$ cat src/rtl/alink_rx_pkg.sv
package alink_rx_pkg;
  localparam int unsigned CAP_SLOTS = 4;

  typedef enum logic [1:0] {
    SLOT_CTL_A = 2'd0,
    SLOT_CTL_B = 2'd1,
    SLOT_PCM_L = 2'd2,
    SLOT_PCM_R = 2'd3
  } cap_slot_e;

  // Index of the last bit of captured slot idx (0-based, slot idx+1 on the link)
  function automatic int unsigned slot_last_bit(int unsigned tag_bits,
                                                int unsigned slot_bits,
                                                int unsigned idx);
    return tag_bits + slot_bits * (idx + 1) - 1;
  endfunction
endpackage

$ cat src/rtl/alink_rx_front.sv
module alink_rx_front (
  input  logic clk_i,
  input  logic rst_ni,
  input  logic sync_i,
  input  logic sdata_i,
  output logic rise_o,
  output logic bit_o
);
  logic sd_hold_q;
  logic sync_q;

  // data captured mid-bit, handed to the rising-edge domain
  always_ff @(negedge clk_i or negedge rst_ni) begin
    if (!rst_ni) sd_hold_q <= 1'b0;
    else         sd_hold_q <= sdata_i;
  end

  // reset high so a marker held through reset is not a rise
  always_ff @(posedge clk_i or negedge rst_ni) begin
    if (!rst_ni) sync_q <= 1'b1;
    else         sync_q <= sync_i;
  end

  assign rise_o = sync_i & ~sync_q;
  assign bit_o  = sd_hold_q;
endmodule

$ cat src/rtl/alink_rx_framer.sv
module alink_rx_framer #(
  parameter int unsigned FRAME_BITS = 256,
  parameter int unsigned CNT_W      = $clog2(FRAME_BITS)
) (
  input  logic             clk_i,
  input  logic             rst_ni,
  input  logic             rise_i,
  output logic             bit_vld_o,
  output logic [CNT_W-1:0] bit_idx_o,
  output logic             commit_o
);
  localparam logic [CNT_W-1:0] LAST_IDX = CNT_W'(FRAME_BITS - 1);

  logic             active_q;
  logic             bad_q;
  logic [CNT_W-1:0] cnt_q;
  logic             at_last;

  assign at_last = active_q && (cnt_q == LAST_IDX);

  always_ff @(posedge clk_i or negedge rst_ni) begin
    if (!rst_ni) begin
      active_q <= 1'b0;
      bad_q    <= 1'b0;
      cnt_q    <= '0;
    end else if (at_last) begin
      active_q <= rise_i;   // back-to-back start
      bad_q    <= 1'b0;
      cnt_q    <= '0;
    end else if (active_q) begin
      cnt_q <= cnt_q + 1'b1;
      if (rise_i) bad_q <= 1'b1;  // early marker: ignore it, drop this frame
    end else if (rise_i) begin
      active_q <= 1'b1;
      bad_q    <= 1'b0;
      cnt_q    <= '0;
    end
  end

  assign bit_vld_o = active_q;
  assign bit_idx_o = cnt_q;
  assign commit_o  = at_last && !bad_q;
endmodule

$ cat src/rtl/alink_rx_slots.sv
module alink_rx_slots
  import alink_rx_pkg::*;
#(
  parameter int unsigned TAG_BITS  = 16,
  parameter int unsigned SLOT_BITS = 20,
  parameter int unsigned CNT_W     = 8
) (
  input  logic                                clk_i,
  input  logic                                rst_ni,
  input  logic                                bit_vld_i,
  input  logic [CNT_W-1:0]                    bit_idx_i,
  input  logic                                bit_i,
  input  logic                                commit_i,
  output logic [CAP_SLOTS-1:0][SLOT_BITS-1:0] word_o,
  output logic [CAP_SLOTS-1:0]                vld_o,
  output logic                                done_o
);
  logic [SLOT_BITS-1:0] shift_q;
  logic [SLOT_BITS-1:0] shift_nx;
  logic [CAP_SLOTS:0]   tag_q;
  logic                 done_q;

  assign shift_nx = {shift_q[SLOT_BITS-2:0], bit_i};

  always_ff @(posedge clk_i or negedge rst_ni) begin
    if (!rst_ni) begin
      shift_q <= '0;
      tag_q   <= '0;
    end else if (bit_vld_i) begin
      shift_q <= shift_nx;
      for (int t = 0; t <= CAP_SLOTS; t++) begin
        if (bit_idx_i == CNT_W'(t)) tag_q[t] <= bit_i;
      end
    end
  end

  for (genvar g = 0; g < CAP_SLOTS; g++) begin : g_slot
    localparam logic [CNT_W-1:0] END_IDX = CNT_W'(slot_last_bit(TAG_BITS, SLOT_BITS, g));
    logic [SLOT_BITS-1:0] stage_q;
    logic [SLOT_BITS-1:0] word_q;
    logic                 vld_q;
    logic                 take;

    assign take = commit_i && tag_q[0] && tag_q[g+1];

    always_ff @(posedge clk_i or negedge rst_ni) begin
      if (!rst_ni) begin
        stage_q <= '0;
        word_q  <= '0;
        vld_q   <= 1'b0;
      end else begin
        if (bit_vld_i && bit_idx_i == END_IDX) stage_q <= shift_nx;
        if (take) word_q <= stage_q;
        vld_q <= take;
      end
    end

    assign word_o[g] = word_q;
    assign vld_o[g]  = vld_q;
  end

  always_ff @(posedge clk_i or negedge rst_ni) begin
    if (!rst_ni) done_q <= 1'b0;
    else         done_q <= commit_i;
  end

  assign done_o = done_q;
endmodule

$ cat src/rtl/alink_rx.sv
module alink_rx
  import alink_rx_pkg::*;
#(
  parameter int unsigned FRAME_BITS = 256,
  parameter int unsigned TAG_BITS   = 16,
  parameter int unsigned SLOT_BITS  = 20
) (
  input  logic                 clk_i,
  input  logic                 rst_ni,
  input  logic                 sync_i,
  input  logic                 sdata_i,
  output logic [SLOT_BITS-1:0] ctl_a_word_o,
  output logic [SLOT_BITS-1:0] ctl_b_word_o,
  output logic [SLOT_BITS-1:0] pcm_l_word_o,
  output logic [SLOT_BITS-1:0] pcm_r_word_o,
  output logic                 ctl_a_vld_o,
  output logic                 ctl_b_vld_o,
  output logic                 pcm_l_vld_o,
  output logic                 pcm_r_vld_o,
  output logic                 frame_done_o
);
  localparam int unsigned CNT_W = $clog2(FRAME_BITS);

  logic                                rise;
  logic                                rx_bit;
  logic                                bit_vld;
  logic [CNT_W-1:0]                    bit_idx;
  logic                                commit;
  logic [CAP_SLOTS-1:0][SLOT_BITS-1:0] words;
  logic [CAP_SLOTS-1:0]                vlds;

  alink_rx_front u_front (
    .clk_i  (clk_i),
    .rst_ni (rst_ni),
    .sync_i (sync_i),
    .sdata_i(sdata_i),
    .rise_o (rise),
    .bit_o  (rx_bit)
  );

  alink_rx_framer #(
    .FRAME_BITS(FRAME_BITS),
    .CNT_W     (CNT_W)
  ) u_framer (
    .clk_i    (clk_i),
    .rst_ni   (rst_ni),
    .rise_i   (rise),
    .bit_vld_o(bit_vld),
    .bit_idx_o(bit_idx),
    .commit_o (commit)
  );

  alink_rx_slots #(
    .TAG_BITS (TAG_BITS),
    .SLOT_BITS(SLOT_BITS),
    .CNT_W    (CNT_W)
  ) u_slots (
    .clk_i    (clk_i),
    .rst_ni   (rst_ni),
    .bit_vld_i(bit_vld),
    .bit_idx_i(bit_idx),
    .bit_i    (rx_bit),
    .commit_i (commit),
    .word_o   (words),
    .vld_o    (vlds),
    .done_o   (frame_done_o)
  );

  assign ctl_a_word_o = words[SLOT_CTL_A];
  assign ctl_b_word_o = words[SLOT_CTL_B];
  assign pcm_l_word_o = words[SLOT_PCM_L];
  assign pcm_r_word_o = words[SLOT_PCM_R];
  assign ctl_a_vld_o  = vlds[SLOT_CTL_A];
  assign ctl_b_vld_o  = vlds[SLOT_CTL_B];
  assign pcm_l_vld_o  = vlds[SLOT_PCM_L];
  assign pcm_r_vld_o  = vlds[SLOT_PCM_R];
endmodule

$ cat config.mk
export PLATFORM = sky130hd
export DESIGN_NAME = alink_rx
export DESIGN_NICKNAME = d
export VERILOG_FILES = /design/src/rtl/alink_rx_pkg.sv /design/src/rtl/alink_rx_front.sv /design/src/rtl/alink_rx_framer.sv /design/src/rtl/alink_rx_slots.sv /design/src/rtl/alink_rx.sv
export SDC_FILE = /design/constraint.sdc
export NUM_CORES = 1
export LEC_CHECK = 0
export CAP_MARGIN = 5
export CORE_MARGIN = 5
export CORE_UTILIZATION = 50
export CTS_CLUSTER_SIZE = 40
export DETAILED_ROUTE_END_ITERATION = 10
export GPL_ROUTABILITY_DRIVEN = 0
export PLACE_DENSITY = 0.72
export SLEW_MARGIN = 15
export SYNTH_ARGS = -nofsm -noshare
export SYNTH_HDL_FRONTEND = slang
export SYNTH_HIERARCHICAL = 1
export SYNTH_SLANG_ARGS = --single-unit
$ cat constraint.sdc
create_clock -name clk_i -period 2.8 [get_ports clk_i]
set_input_delay 0.56 -clock clk_i [delete_from_list [all_inputs] [get_ports clk_i]]
set_output_delay 0.56 -clock clk_i [all_outputs]
set_load 0.1 [all_outputs]
==> results_dict.tcl <==
set metrics [dict create \
    io_buffer_count 88 \
    synth-warning-count 6 \
    cts_buffers 21 \
    core.rowCount 45 \
    crit_buf_inv 0 \
    cts_sinks 201 \
    grt_util_met3_pct 3.06 \
    die_w_um 135 \
    cts_root_buffer "clkbuf_16" \
    power_density_nw_per_um2 756 \
    end_kind "register" \
    maxSlewHeadroom_pct 51.0 \
    synth_edf_count 0 \
    critPathSlowestCell "dfrtn_1" \
    synthDistinctLibCells 42 \
    cp.required_ns 3.16 \
    insertion_delay_ns 0.49 \
    vias 4247 \
    nets 585 \
    yosys_register_bits 201 \
    core_area_um2 15200 \
    critPathMaxStageDelay_ns 0.46 \
    cts_tree "done" \
    postCtsSetupRepairBufs 0 \
    hp-class "in2async" \
    start_util_pct 51.2 \
    postCtsHoldBufs 0 \
    grt_pass1_wl_um 24600 \
    tns_ns 0 \
    dieArea_um2 18100 \
    final_max_slew_viol_count 0 \
    grt.busiest_layer "met2" \
    post-route-drc-count 0 \
    grt_util_met2_pct 28.1 \
    synth_cells 479 \
    via_per_inst 5.43 \
    use_met1_pct 22.4 \
    seq_area_frac_synth_pct 64.7 \
    grt_util_all_layers_pct 16.7 \
    io_pins 89 \
    tightest_slew_ns 0.734 \
    power.leakage_nw 4.92 \
    drt-total-wl_um 14700 \
    hold_viol 0 \
    fin_skew_ns 0.0241 \
    antenna_left 0 \
    crit_family "flip-flops" \
    first_iter_violations 207 \
    grt_max_degree 142 \
    dp_hpwl_um 9850 \
    max_cap_viol_count 0 \
    rsz0062_at_grt "no" \
    cts_resized 0 \
    critPathKind "reg2reg" \
    syn_avg_cell_area_um2 16.2 \
    design_power_total_mw 7.06 \
    drive_above_1_share_pct 50.3 \
    finalSetupViolCount 0 \
    path_max_fanout 10 \
    area_growth_pct 20.1 \
    grt_overflow 0 \
    num_antenna_cells 0 \
    path_clk_slew_ns 0.06 \
    synth_area_um2 7780 \
    path_cells "mux2_1" \
    async_reset_ff_share_pct 100 \
    cts_htree_levels 1 \
    die_y_um 135 \
    outcome "finished clean" \
    dr.pass1.iters 4 \
    synth_top_flop_cell "dfrtp_1" \
    syn_nets 484 \
    clk_path_buf_depth 3 \
    vdd_drop_max_mv 0.421 \
    antenna_found_initial 0 \
    worstPathArrival_ns 2.69 \
    wl_per_cell_um 18.8 \
    cp-start-kind "register" \
    grt_pass1_vias 4605 \
]
Yosys cell counts (all sizes together), types with 2 or more instances:
library cell / instances / area, um^2
a21oi: 3 / 15.0
and4bb: 2 / 25.0
buf: 24 / 144
dfrtp: 199 / 4980
inv: 6 / 22.5
mux2: 184 / 2150
mux2i: 2 / 20.0
nand2: 10 / 37.5
nand2b: 2 / 12.5
nand3: 12 / 65.1
nand4: 5 / 31.3
nand4b: 2 / 17.5
nor2: 3 / 11.3
nor3: 2 / 10.0
o211ai: 2 / 20.0
o21ai: 4 / 20.0
worst paths after layout:
path	startpoint	end	slack [ns]	depth (start not counted)
worst max-delay path	u_front/bit_o	u_slots/g_slot[2].stage_q[0]	0.48	1
worst min-delay path	rst_ni	u_slots/g_slot[2].word_q[0]	0.21	2
worst max register to register	u_front/bit_o	u_slots/g_slot[2].stage_q[0]	0.48	1
worst min register to register	u_slots/g_slot[2].stage_q[10]	u_slots/g_slot[2].stage_q[10]	0.49	1
max in group asynchronous	rst_ni	u_front/bit_o	1.53	1
min in group clk_i	u_slots/g_slot[2].stage_q[10]	u_slots/g_slot[2].stage_q[10]	0.49	1
cell usage in the layout (no fill, tap or decap), types with 3 or more instances in the layout:
master      count
a21oi_1         3
buf_4          98
clkbuf_1        4
clkbuf_16      21
clkbuf_8        3
clkinv_2        4
clkinvlp_4      3
dfrtp_1       199
inv_1           6
mux2_1         27
mux2_2        137
mux2_4         20
nand2_1        10
nand3_1        11
nand4_1         5
nor2_1          3
o21ai_0         3
registers in the layout, summed over array words and instances, names as in the netlist:
name,count
u_front/sync_q,1
u_slots/done_o,1
u_slots/tag_q,5
u_slots/g_slot.word_q,80
u_slots/g_slot.vld_q,4
u_framer/bit_idx_o,8
u_slots/g_slot.stage_q,80
u_framer/bit_vld_o,1
u_front/bit_o,1
u_slots/shift_q,19
u_framer/bad_q,1
where the power goes:
group          internal, mW  switching, mW
Clock                  1.62           1.06
Combinational         0.455          0.273
Sequential             3.31          0.341
cell type report:
| class | instances | area [um^2] |
|---|---|---|
| clock buffers | 27 | 568 |
| inverters | 6 | 22.5 |
| clock inverters | 10 | 111 |
| multi-input cells | 248 | 2580 |
| well taps | 188 | 235 |
| fillers | 1149 | 5870 |
| flip-flops and latches | 201 | 5030 |
| repair buffers | 102 | 790 |
kinds of logic after synthesis:
logic type / after synthesis / share of synthesized area (%)
mux: 186 / 27.9
fa+ha+maj: 1 / 0.161
compound gates: 14 / 1.24
buf+inv: 30 / 2.14
xor+xnor: 1 / 0.113
flops: 201 / 64.7
simple gates: 46 / 3.78
metrics by stage:
| stage | hold slack, ns | cells | area [um^2] | util (%) | worst slack [ns] |
|---|---|---|---|---|---|
| floorplan | 0.264 | 479 | 7780 | - | 0.536 |
| global placement | 0.472 | 745 | 8660 | 56.9 | 0.276 |
| detailed placement | 0.482 | 745 | 8660 | 56.9 | 0.284 |
| CTS | 0.278 | 782 | 9340 | 61.4 | 0.464 |
| global route | 0.305 | 782 | 9340 | 61.4 | 0.418 |
| finish | 0.214 | 782 | 9340 | 61.4 | 0.476 |
metal layers:
metal	share of wire, %	up-vias	routed length [um]
li1	-	1914	-
met1	43	2204	6290
met2	51	106	7420
met3	5.1	23	756
met4	1.5	0	226
met5	0	-	0
Note: power is estimated with default switching activity, not from simulation.
